==> config.mk <==
export PLATFORM = sky130hd
export DESIGN_NAME = ramdump_ctrl
export DESIGN_NICKNAME = d
export VERILOG_FILES = /design/src/rtl/ramdump_pkg.sv /design/src/rtl/ramdump_decode.sv /design/src/rtl/ramdump_seq.sv /design/src/rtl/ramdump_capture.sv /design/src/rtl/ramdump_ctrl.sv
export SDC_FILE = /design/constraint.sdc
export NUM_CORES = 1
export LEC_CHECK = 0
export ABC_CLOCK_PERIOD_IN_PS = 1610
export BUFFER_PORTS_ARGS = -buffer_cell sky130_fd_sc_hd__buf_4
export CORE_AREA = 5 5 519 521
export DETAILED_ROUTE_END_ITERATION = 16
export DIE_AREA = 0 0 524 526
export GPL_TIMING_DRIVEN = 0
export PLACE_DENSITY = 0.33
export SKIP_CTS_REPAIR_TIMING = 1
export SYNTH_ARGS = -nofsm -noshare
export SYNTH_HDL_FRONTEND = slang
export SYNTH_HIERARCHICAL = 1
export SYNTH_SLANG_ARGS = --single-unit
==> constraint.sdc <==
create_clock -name clk -period 1.61 [get_ports clk]
set_input_delay 0.161 -clock clk [delete_from_list [all_inputs] [get_ports clk]]
set_output_delay 0.161 -clock clk [all_outputs]
set_load 0.02 [all_outputs]
==> src/rtl/ramdump_pkg.sv <==
package ramdump_pkg;
  localparam int REG_W    = 64;
  localparam int N_RES    = 3;
  localparam int WORD_W   = REG_W * N_RES;
  localparam int N_ARR    = 6;
  localparam int WAY_W    = 2;
  localparam int IDX_W    = 8;
  localparam int OFF_W    = 3;
  localparam int ARR_SEL_W = $clog2(N_ARR);

  // location word layout
  localparam int WAY_LSB = 30;
  localparam int IDX_LSB = 6;
  localparam int OFF_LSB = 3;

  typedef enum logic [ARR_SEL_W-1:0] {
    ARR_DTAG = 3'd0,
    ARR_ITAG = 3'd1,
    ARR_TTAG = 3'd2,
    ARR_DDAT = 3'd3,
    ARR_IDAT = 3'd4,
    ARR_TDAT = 3'd5
  } arr_sel_e;

  function automatic logic [WORD_W-1:0] width_mask(input int w);
    logic [WORD_W-1:0] m;
    m = '0;
    for (int b = 0; b < WORD_W; b++) begin
      if (b < w) m[b] = 1'b1;
    end
    return m;
  endfunction
endpackage

==> src/rtl/ramdump_decode.sv <==
module ramdump_decode
  import ramdump_pkg::*;
(
  input  logic                 form32,
  input  logic [1:0]           op0,
  input  logic [3:0]           cpnum,
  input  logic [2:0]           op1,
  input  logic [3:0]           crn,
  input  logic [3:0]           crm,
  input  logic [2:0]           op2,
  input  logic                 write,
  input  logic [1:0]           el,
  output logic                 hit,
  output logic                 fault,
  output logic                 is_trig,
  output logic [ARR_SEL_W-1:0] arr_sel,
  output logic [1:0]           res_sel
);
  logic grp_ok, is_res, form_ok, bad_dir;

  always_comb begin
    grp_ok  = (op1 == 3'd6) && (crn == 4'd15) && (op2 < 3'd3);
    is_res  = (crm == 4'd0);
    is_trig = (crm == 4'd2) || (crm == 4'd4);
    if (form32) form_ok = (cpnum == 4'd15);
    else        form_ok = is_res ? (op0 == 2'd3) : (op0 == 2'd1);
    hit     = grp_ok && (is_res || is_trig) && form_ok;
    bad_dir = is_res ? write : !write;
    fault   = hit && ((el != 2'd3) || bad_dir);
    arr_sel = (crm == 4'd4) ? (op2 + 3'd3) : op2;
    res_sel = op2[1:0];
  end
endmodule

==> src/rtl/ramdump_seq.sv <==
module ramdump_seq
  import ramdump_pkg::*;
#(
  parameter int RD_LAT = 1
) (
  input  logic                 clk,
  input  logic                 rst_n,
  input  logic                 start,
  input  logic                 start_ok,
  input  logic [ARR_SEL_W-1:0] start_sel,
  input  logic [WAY_W-1:0]     start_way,
  input  logic [IDX_W-1:0]     start_idx,
  input  logic [OFF_W-1:0]     start_off,
  output logic                 busy,
  output logic [N_ARR-1:0]     rd_en,
  output logic [WAY_W-1:0]     rd_way,
  output logic [IDX_W-1:0]     rd_idx,
  output logic [OFF_W-1:0]     rd_off,
  output logic                 cap,
  output logic                 cap_ok,
  output logic [ARR_SEL_W-1:0] cap_sel
);
  localparam int CNT_W = $clog2(RD_LAT + 2) + 1;
  localparam logic [CNT_W-1:0] CNT_LOAD = CNT_W'(RD_LAT + 1);

  logic                 busy_q, busy_n;
  logic [CNT_W-1:0]     cnt_q, cnt_n;
  logic                 cnt_en;
  logic [N_ARR-1:0]     en_q, en_n;
  logic                 ok_q;
  logic [ARR_SEL_W-1:0] sel_q;
  logic [WAY_W-1:0]     way_q;
  logic [IDX_W-1:0]     idx_q;
  logic [OFF_W-1:0]     off_q;

  always_comb begin
    busy_n = busy_q;
    cnt_n  = cnt_q;
    cnt_en = 1'b0;
    en_n   = '0;
    if (start) begin
      busy_n = 1'b1;
      cnt_n  = CNT_LOAD;
      cnt_en = 1'b1;
      if (start_ok) en_n = N_ARR'(1) << start_sel;
    end else if (busy_q) begin
      cnt_n  = cnt_q - 1'b1;
      cnt_en = 1'b1;
      if (cnt_q == CNT_W'(1)) busy_n = 1'b0;
    end
  end

  always_ff @(posedge clk or negedge rst_n) begin
    if (!rst_n) begin
      busy_q <= 1'b0;
      cnt_q  <= '0;
      en_q   <= '0;
    end else begin
      busy_q <= busy_n;
      en_q   <= en_n;
      if (cnt_en) cnt_q <= cnt_n;
    end
  end

  always_ff @(posedge clk or negedge rst_n) begin
    if (!rst_n) begin
      ok_q  <= 1'b0;
      sel_q <= '0;
      way_q <= '0;
      idx_q <= '0;
      off_q <= '0;
    end else if (start) begin
      ok_q  <= start_ok;
      sel_q <= start_sel;
      way_q <= start_way;
      idx_q <= start_idx;
      off_q <= start_off;
    end
  end

  assign busy    = busy_q;
  assign rd_en   = en_q;
  assign rd_way  = way_q;
  assign rd_idx  = idx_q;
  assign rd_off  = off_q;
  assign cap     = busy_q && (cnt_q == CNT_W'(1));
  assign cap_ok  = ok_q;
  assign cap_sel = sel_q;
endmodule

==> src/rtl/ramdump_capture.sv <==
module ramdump_capture
  import ramdump_pkg::*;
#(
  parameter int W_DTAG = 48,
  parameter int W_ITAG = 40,
  parameter int W_TTAG = 96,
  parameter int W_DDAT = 64,
  parameter int W_IDAT = 128,
  parameter int W_TDAT = 192
) (
  input  logic                              clk,
  input  logic                              rst_n,
  input  logic                              cap,
  input  logic                              cap_ok,
  input  logic [ARR_SEL_W-1:0]              cap_sel,
  input  logic [N_ARR-1:0][WORD_W-1:0]      arr_rdata,
  output logic [N_RES-1:0][REG_W-1:0]       res
);
  localparam int WIDTHS [N_ARR] = '{W_DTAG, W_ITAG, W_TTAG, W_DDAT, W_IDAT, W_TDAT};

  logic [WORD_W-1:0] word;

  always_comb begin
    word = '0;
    for (int k = 0; k < N_ARR; k++) begin
      if (cap_ok && (cap_sel == ARR_SEL_W'(k)))
        word = arr_rdata[k] & width_mask(WIDTHS[k]);
    end
  end

  for (genvar g = 0; g < N_RES; g++) begin : g_res
    logic [REG_W-1:0] res_q;
    always_ff @(posedge clk or negedge rst_n) begin
      if (!rst_n)   res_q <= '0;
      else if (cap) res_q <= word[g*REG_W +: REG_W];
    end
    assign res[g] = res_q;
  end
endmodule

==> src/rtl/ramdump_ctrl.sv <==
module ramdump_ctrl
  import ramdump_pkg::*;
#(
  parameter int RD_LAT    = 1,
  parameter int DC_SETS   = 256,
  parameter int DC_WAYS   = 4,
  parameter int IC_SETS   = 128,
  parameter int IC_WAYS   = 2,
  parameter int TLB_SETS  = 64,
  parameter int TLB_WAYS  = 4,
  parameter int W_DTAG    = 48,
  parameter int W_ITAG    = 40,
  parameter int W_TTAG    = 96,
  parameter int W_DDAT    = 64,
  parameter int W_IDAT    = 128,
  parameter int W_TDAT    = 192
) (
  input  logic                          clk,
  input  logic                          rst_n,
  input  logic                          acc_valid,
  input  logic                          acc_write,
  input  logic                          acc_form32,
  input  logic [1:0]                    acc_op0,
  input  logic [3:0]                    acc_cpnum,
  input  logic [2:0]                    acc_op1,
  input  logic [3:0]                    acc_crn,
  input  logic [3:0]                    acc_crm,
  input  logic [2:0]                    acc_op2,
  input  logic [1:0]                    acc_el,
  input  logic [63:0]                   acc_wdata,
  output logic                          acc_ready,
  output logic [63:0]                   acc_rdata,
  output logic                          acc_undef,
  output logic                          busy,
  output logic [5:0]                    arr_rd_en,
  output logic [1:0]                    arr_way,
  output logic [7:0]                    arr_idx,
  output logic [2:0]                    arr_off,
  input  logic [5:0][191:0]             arr_rdata
);
  logic                 dec_hit, dec_fault, dec_trig;
  logic [ARR_SEL_W-1:0] dec_sel;
  logic [1:0]           dec_res;
  logic [WAY_W-1:0]     loc_way;
  logic [IDX_W-1:0]     loc_idx;
  logic [OFF_W-1:0]     loc_off;
  logic                 loc_ok, start;
  logic                 cap, cap_ok;
  logic [ARR_SEL_W-1:0] cap_sel;
  logic [N_RES-1:0][REG_W-1:0] res;

  ramdump_decode u_dec (
    .form32 (acc_form32), .op0(acc_op0), .cpnum(acc_cpnum), .op1(acc_op1),
    .crn    (acc_crn), .crm(acc_crm), .op2(acc_op2), .write(acc_write),
    .el     (acc_el), .hit(dec_hit), .fault(dec_fault), .is_trig(dec_trig),
    .arr_sel(dec_sel), .res_sel(dec_res)
  );

  always_comb begin
    loc_way = acc_wdata[WAY_LSB +: WAY_W];
    loc_idx = acc_wdata[IDX_LSB +: IDX_W];
    loc_off = ((dec_sel == ARR_DDAT) || (dec_sel == ARR_IDAT)) ?
              acc_wdata[OFF_LSB +: OFF_W] : '0;
    unique case (dec_sel)
      ARR_DTAG, ARR_DDAT: loc_ok = (int'(loc_idx) < DC_SETS)  && (int'(loc_way) < DC_WAYS);
      ARR_ITAG, ARR_IDAT: loc_ok = (int'(loc_idx) < IC_SETS)  && (int'(loc_way) < IC_WAYS);
      ARR_TTAG, ARR_TDAT: loc_ok = (int'(loc_idx) < TLB_SETS) && (int'(loc_way) < TLB_WAYS);
      default:            loc_ok = 1'b0;
    endcase
  end

  always_comb begin
    acc_ready = !(dec_hit && !dec_fault && busy);
    acc_undef = acc_valid && dec_hit && dec_fault;
    start     = acc_valid && acc_ready && dec_hit && !dec_fault && dec_trig;
    acc_rdata = '0;
    if (acc_valid && acc_ready && dec_hit && !dec_fault && !dec_trig && (dec_res < 2'd3))
      acc_rdata = res[dec_res];
  end

  ramdump_seq #(.RD_LAT(RD_LAT)) u_seq (
    .clk(clk), .rst_n(rst_n), .start(start), .start_ok(loc_ok),
    .start_sel(dec_sel), .start_way(loc_way), .start_idx(loc_idx),
    .start_off(loc_off), .busy(busy), .rd_en(arr_rd_en), .rd_way(arr_way),
    .rd_idx(arr_idx), .rd_off(arr_off), .cap(cap), .cap_ok(cap_ok),
    .cap_sel(cap_sel)
  );

  ramdump_capture #(
    .W_DTAG(W_DTAG), .W_ITAG(W_ITAG), .W_TTAG(W_TTAG),
    .W_DDAT(W_DDAT), .W_IDAT(W_IDAT), .W_TDAT(W_TDAT)
  ) u_cap (
    .clk(clk), .rst_n(rst_n), .cap(cap), .cap_ok(cap_ok),
    .cap_sel(cap_sel), .arr_rdata(arr_rdata), .res(res)
  );
endmodule

==> reports/qor.yml <==
cts:
  cts_tree: "built"
  clk_pin_slew_ns: 0.05
  clk-insertion-delay-late_ns: 0.64
  root_buffer: "sky130_fd_sc_hd__clkbuf_16"
  cts_made_buffers: 40
  clkSinkCount: 219
  maximum_level_of_the_cts_h_tree: 2
  cts-root-to-sink-buffers: 3
place:
  place_inst: 5810
  place_congestion: 0.7243
  place_worst_setup_slack_ns: -2.021
  dp.final_hpwl_um: 122500
  buffer_ports.inserted: 693
setup_path:
  worst-r2r-setup-slack_ns: -0.59
  r2r_start: "u_seq/busy"
  timing.setup.critical_path_class: "flip-flop to primary output"
  required_ns: 1.45
  crit-reg2reg-capture: "u_cap/g_res[1].res_q[24]"
  reg2reg_depth: 9
  crit_path_max_incr_delay_ns: 0.52
  critical_path.startpoint_type: "flip-flop"
  path_buf_inv: 2
  critical-path-slowest-cell: "sky130_fd_sc_hd__dfrtp_2"
  path_max_fanout: 10
  critical_path_arrival_ns: 2.44
  crit_path_cell_trace: "and4bb_4 -> nand2_8 -> buf_12 -> a21oi_4 -> buf_6"
  worst_setup_path_end_kind: "primary output"
  cpLargestDelayFamily: "simple AND/OR/NAND/NOR gates"
routing:
  wl_per_cell_um: 23.06
  detailedRoute.firstPassIterationCount: 5
  detail-route-antenna-nets: 0
  drt_drc_violations_left: 0
  detail_route.iter0.violations: 676
  totalWireLength_um: 145800
  viasPerCell: 2.731
  via_count: 17270
timing:
  rsz0062_at_grt: "yes"
  fin_worst_skew_ns: 0.05188
  min_period_ns: 2.596
  fin_hold_ws_ns: -0.5458
  worstMarginPinSlew_ns: 0.8711
  slew-limit-headroom: 0.4164
  maxClockFrequency_mhz: 385.2
  number_of_hold_violations_in_the_final_report: 71
  drv_slew: 0
  finalSetupViolCount: 286
  min_period_over_period: 1.613
  layout_setup_ws_ns: -0.9864
layout:
  drive_above_1_share: 0.4106
  fin_cells: 6323
  finish.net_count: 3968
  areaGrowthSynthToFinish_pct: 121.5
floorplanning:
  die_height_um: 526
  die_area_sq_um: 275600
  chipWidth_um: 524
  rows: 189
  boundaryPins: 1329
  core-area_sq_um: 264100
  effective_utilization_at_floorplan: 0.05407
worst_hold_path:
  min_path_type: "input port to asynchronous set/reset pin"
yosys:
  synth_warnings: 6
  synth_largest_area_cell: "sky130_fd_sc_hd__dfrtp_1"
  synthCells: 1579
  synth_cell_type_count: 53
  synth_ff_type: "sky130_fd_sc_hd__dfrtp_1"
  ys_seq_area_frac: 0.3837
  syn_avg_cell_area_sq_um: 9.044
  mappedNetlistArea_sq_um: 14280
  synth_top_area_share: 0.3837
  postSynthNetCount: 2825
  post_synth_main_area_contributors: "sky130_fd_sc_hd__dfrtp_1, sky130_fd_sc_hd__mux2i_1, sky130_fd_sc_hd__o2bb2ai_1"
  synth_enable_flop_cells: 0
  number_of_flip_flops_and_latches_in_the_synthesized_netlist: 219
  async_flop_share: 1.000
pwr:
  power_per_cell_area_nw_per_um2: 568.0
  leakagePower_nw: 12.87
  total_power_mw: 17.96
  ir_worst_vdd_v: 0.0006217
global_route:
  grt_pass1_vias: 16712
  grt_use_met1: 0.1136
  grt_first_pass_wirelength_um: 176100
  grt_start_max_net_pins: 88
  global_route.usage.met3: 0.02981
  grt.total_usage: 0.09884
  grt_overflow: 0
  grt_antenna_before_repair: 117
  global_route.peak_usage_layer: "met2"
  grtUsageMet2: 0.1794
run_status:
  status: "finished with violations"
  failed_checks: "hold timing, setup timing"
flow_run:
  max-cap-violations: 0
[kinds of logic after synthesis]
logic type                 after synthesis  synth area share
AOI/OAI and AO/OA                      511            0.2507
and+or+nand+nor                        430            0.1420
DFF                                    219            0.3837
muxes                                  209            0.1479
buffers and inverters                  202           0.07000
xor gates and xnor gates                 5          0.003066
adders and majority gates                3          0.002629
[layer usage]
metal  vias up  share of wire
met2       794           0.50
met1      8190           0.40
met3       218          0.074
met5         -         0.0010
li1       8046              -
met4        22          0.029
[layout by cell type (no fill, tap or decap), drive strengths merged, types with 4 or more instances in the layout]
master	n
and2	5
diode	38
nor2	143
mux2i	193
clkinv	11
o221ai	8
a22oi	32
or2	64
a21o	33
nor3	43
nand3b	5
dlygate4sd3	356
xnor2	4
nand2b	5
o21ai	66
a21oi	132
o22a	17
inv	48
clkbuf	106
nand2	137
o21a	48
a31oi	40
a311oi	8
nor3b	10
mux2	16
dfrtp	219
buf	847
o2bb2ai	80
o22ai	42
[sequential cells by signal, summed over array words and instances (netlist names)]
signal             count
u_seq/cap_ok           1
u_cap/g_res.res_q    192
u_seq/rd_idx           8
u_seq/cnt_q            3
u_seq/rd_off           3
u_seq/busy             1
u_seq/cap_sel          3
u_seq/rd_en            6
u_seq/rd_way           2
[cell type report]
type,count,area (sq um)
repair buffers,1102,9495
fillers,30395,232500
diodes,38,95.09
plain buffers,153,1546
inverters,47,180.2
multi-input cells,1159,9079
clock inverters,18,203.9
well taps,3533,4420
clock buffers,54,1125
flip-flops and latches,219,5483
[worst max path at each step]
stage          depth (start not counted)                  endpoint              from  slack (ns)
4_1_cts                                6  u_cap/g_res[0].res_q[24]  u_seq/cap_sel[0]       -2.04
3_3_place_gp                           1                u_seq/busy             rst_n       -2.41
3_5_place_dp                           6  u_cap/g_res[0].res_q[24]  u_seq/cap_sel[0]       -2.02
6_report                               5             acc_rdata[24]        u_seq/busy       -0.99
2_1_floorplan                          8           u_seq/rd_idx[1]        acc_crm[2]       -0.35
5_1_grt                                5             acc_rdata[59]        u_seq/busy       -1.04
[through the flow]
| stage | hold slack [ns] | instance area [sq um] | util | TNS, ns |
|---|---|---|---|---|
| 2_1_floorplan | -0.1346 | 14820 | - | -22.45 |
| 3_3_place_gp | 0.3947 | 24450 | 0.09255 | -905.26 |
| 3_5_place_dp | 0.1462 | 24590 | 0.09308 | -358.40 |
| 4_1_cts | -0.5885 | 25920 | 0.09811 | -356.88 |
| 5_1_grt | -0.5443 | 31580 | 0.1196 | -150.70 |
| 6_report | -0.5458 | 31630 | 0.1197 | -141.82 |
[where the power goes]
| group | leakage, nW | switching (mW) | internal [mW] |
|---|---|---|---|
| combinational | 9.48 | 1.38 | 1.86 |
| sequential | 2.74 | 0.0408 | 5.56 |
| clock | 0.652 | 3.73 | 5.40 |
[synth_stat cells, drive strengths merged (40+ instances only)]
master and n:
buf 84, o21a 48, dfrtp 219, nor3 43
o2bb2ai 80, a21oi 132, nor2 143, inv 47
a31oi 40, or2 64, nand2 136, clkbuf 71
o22ai 42, o21ai 66, mux2i 193
Power figures use the tool's default switching activity.
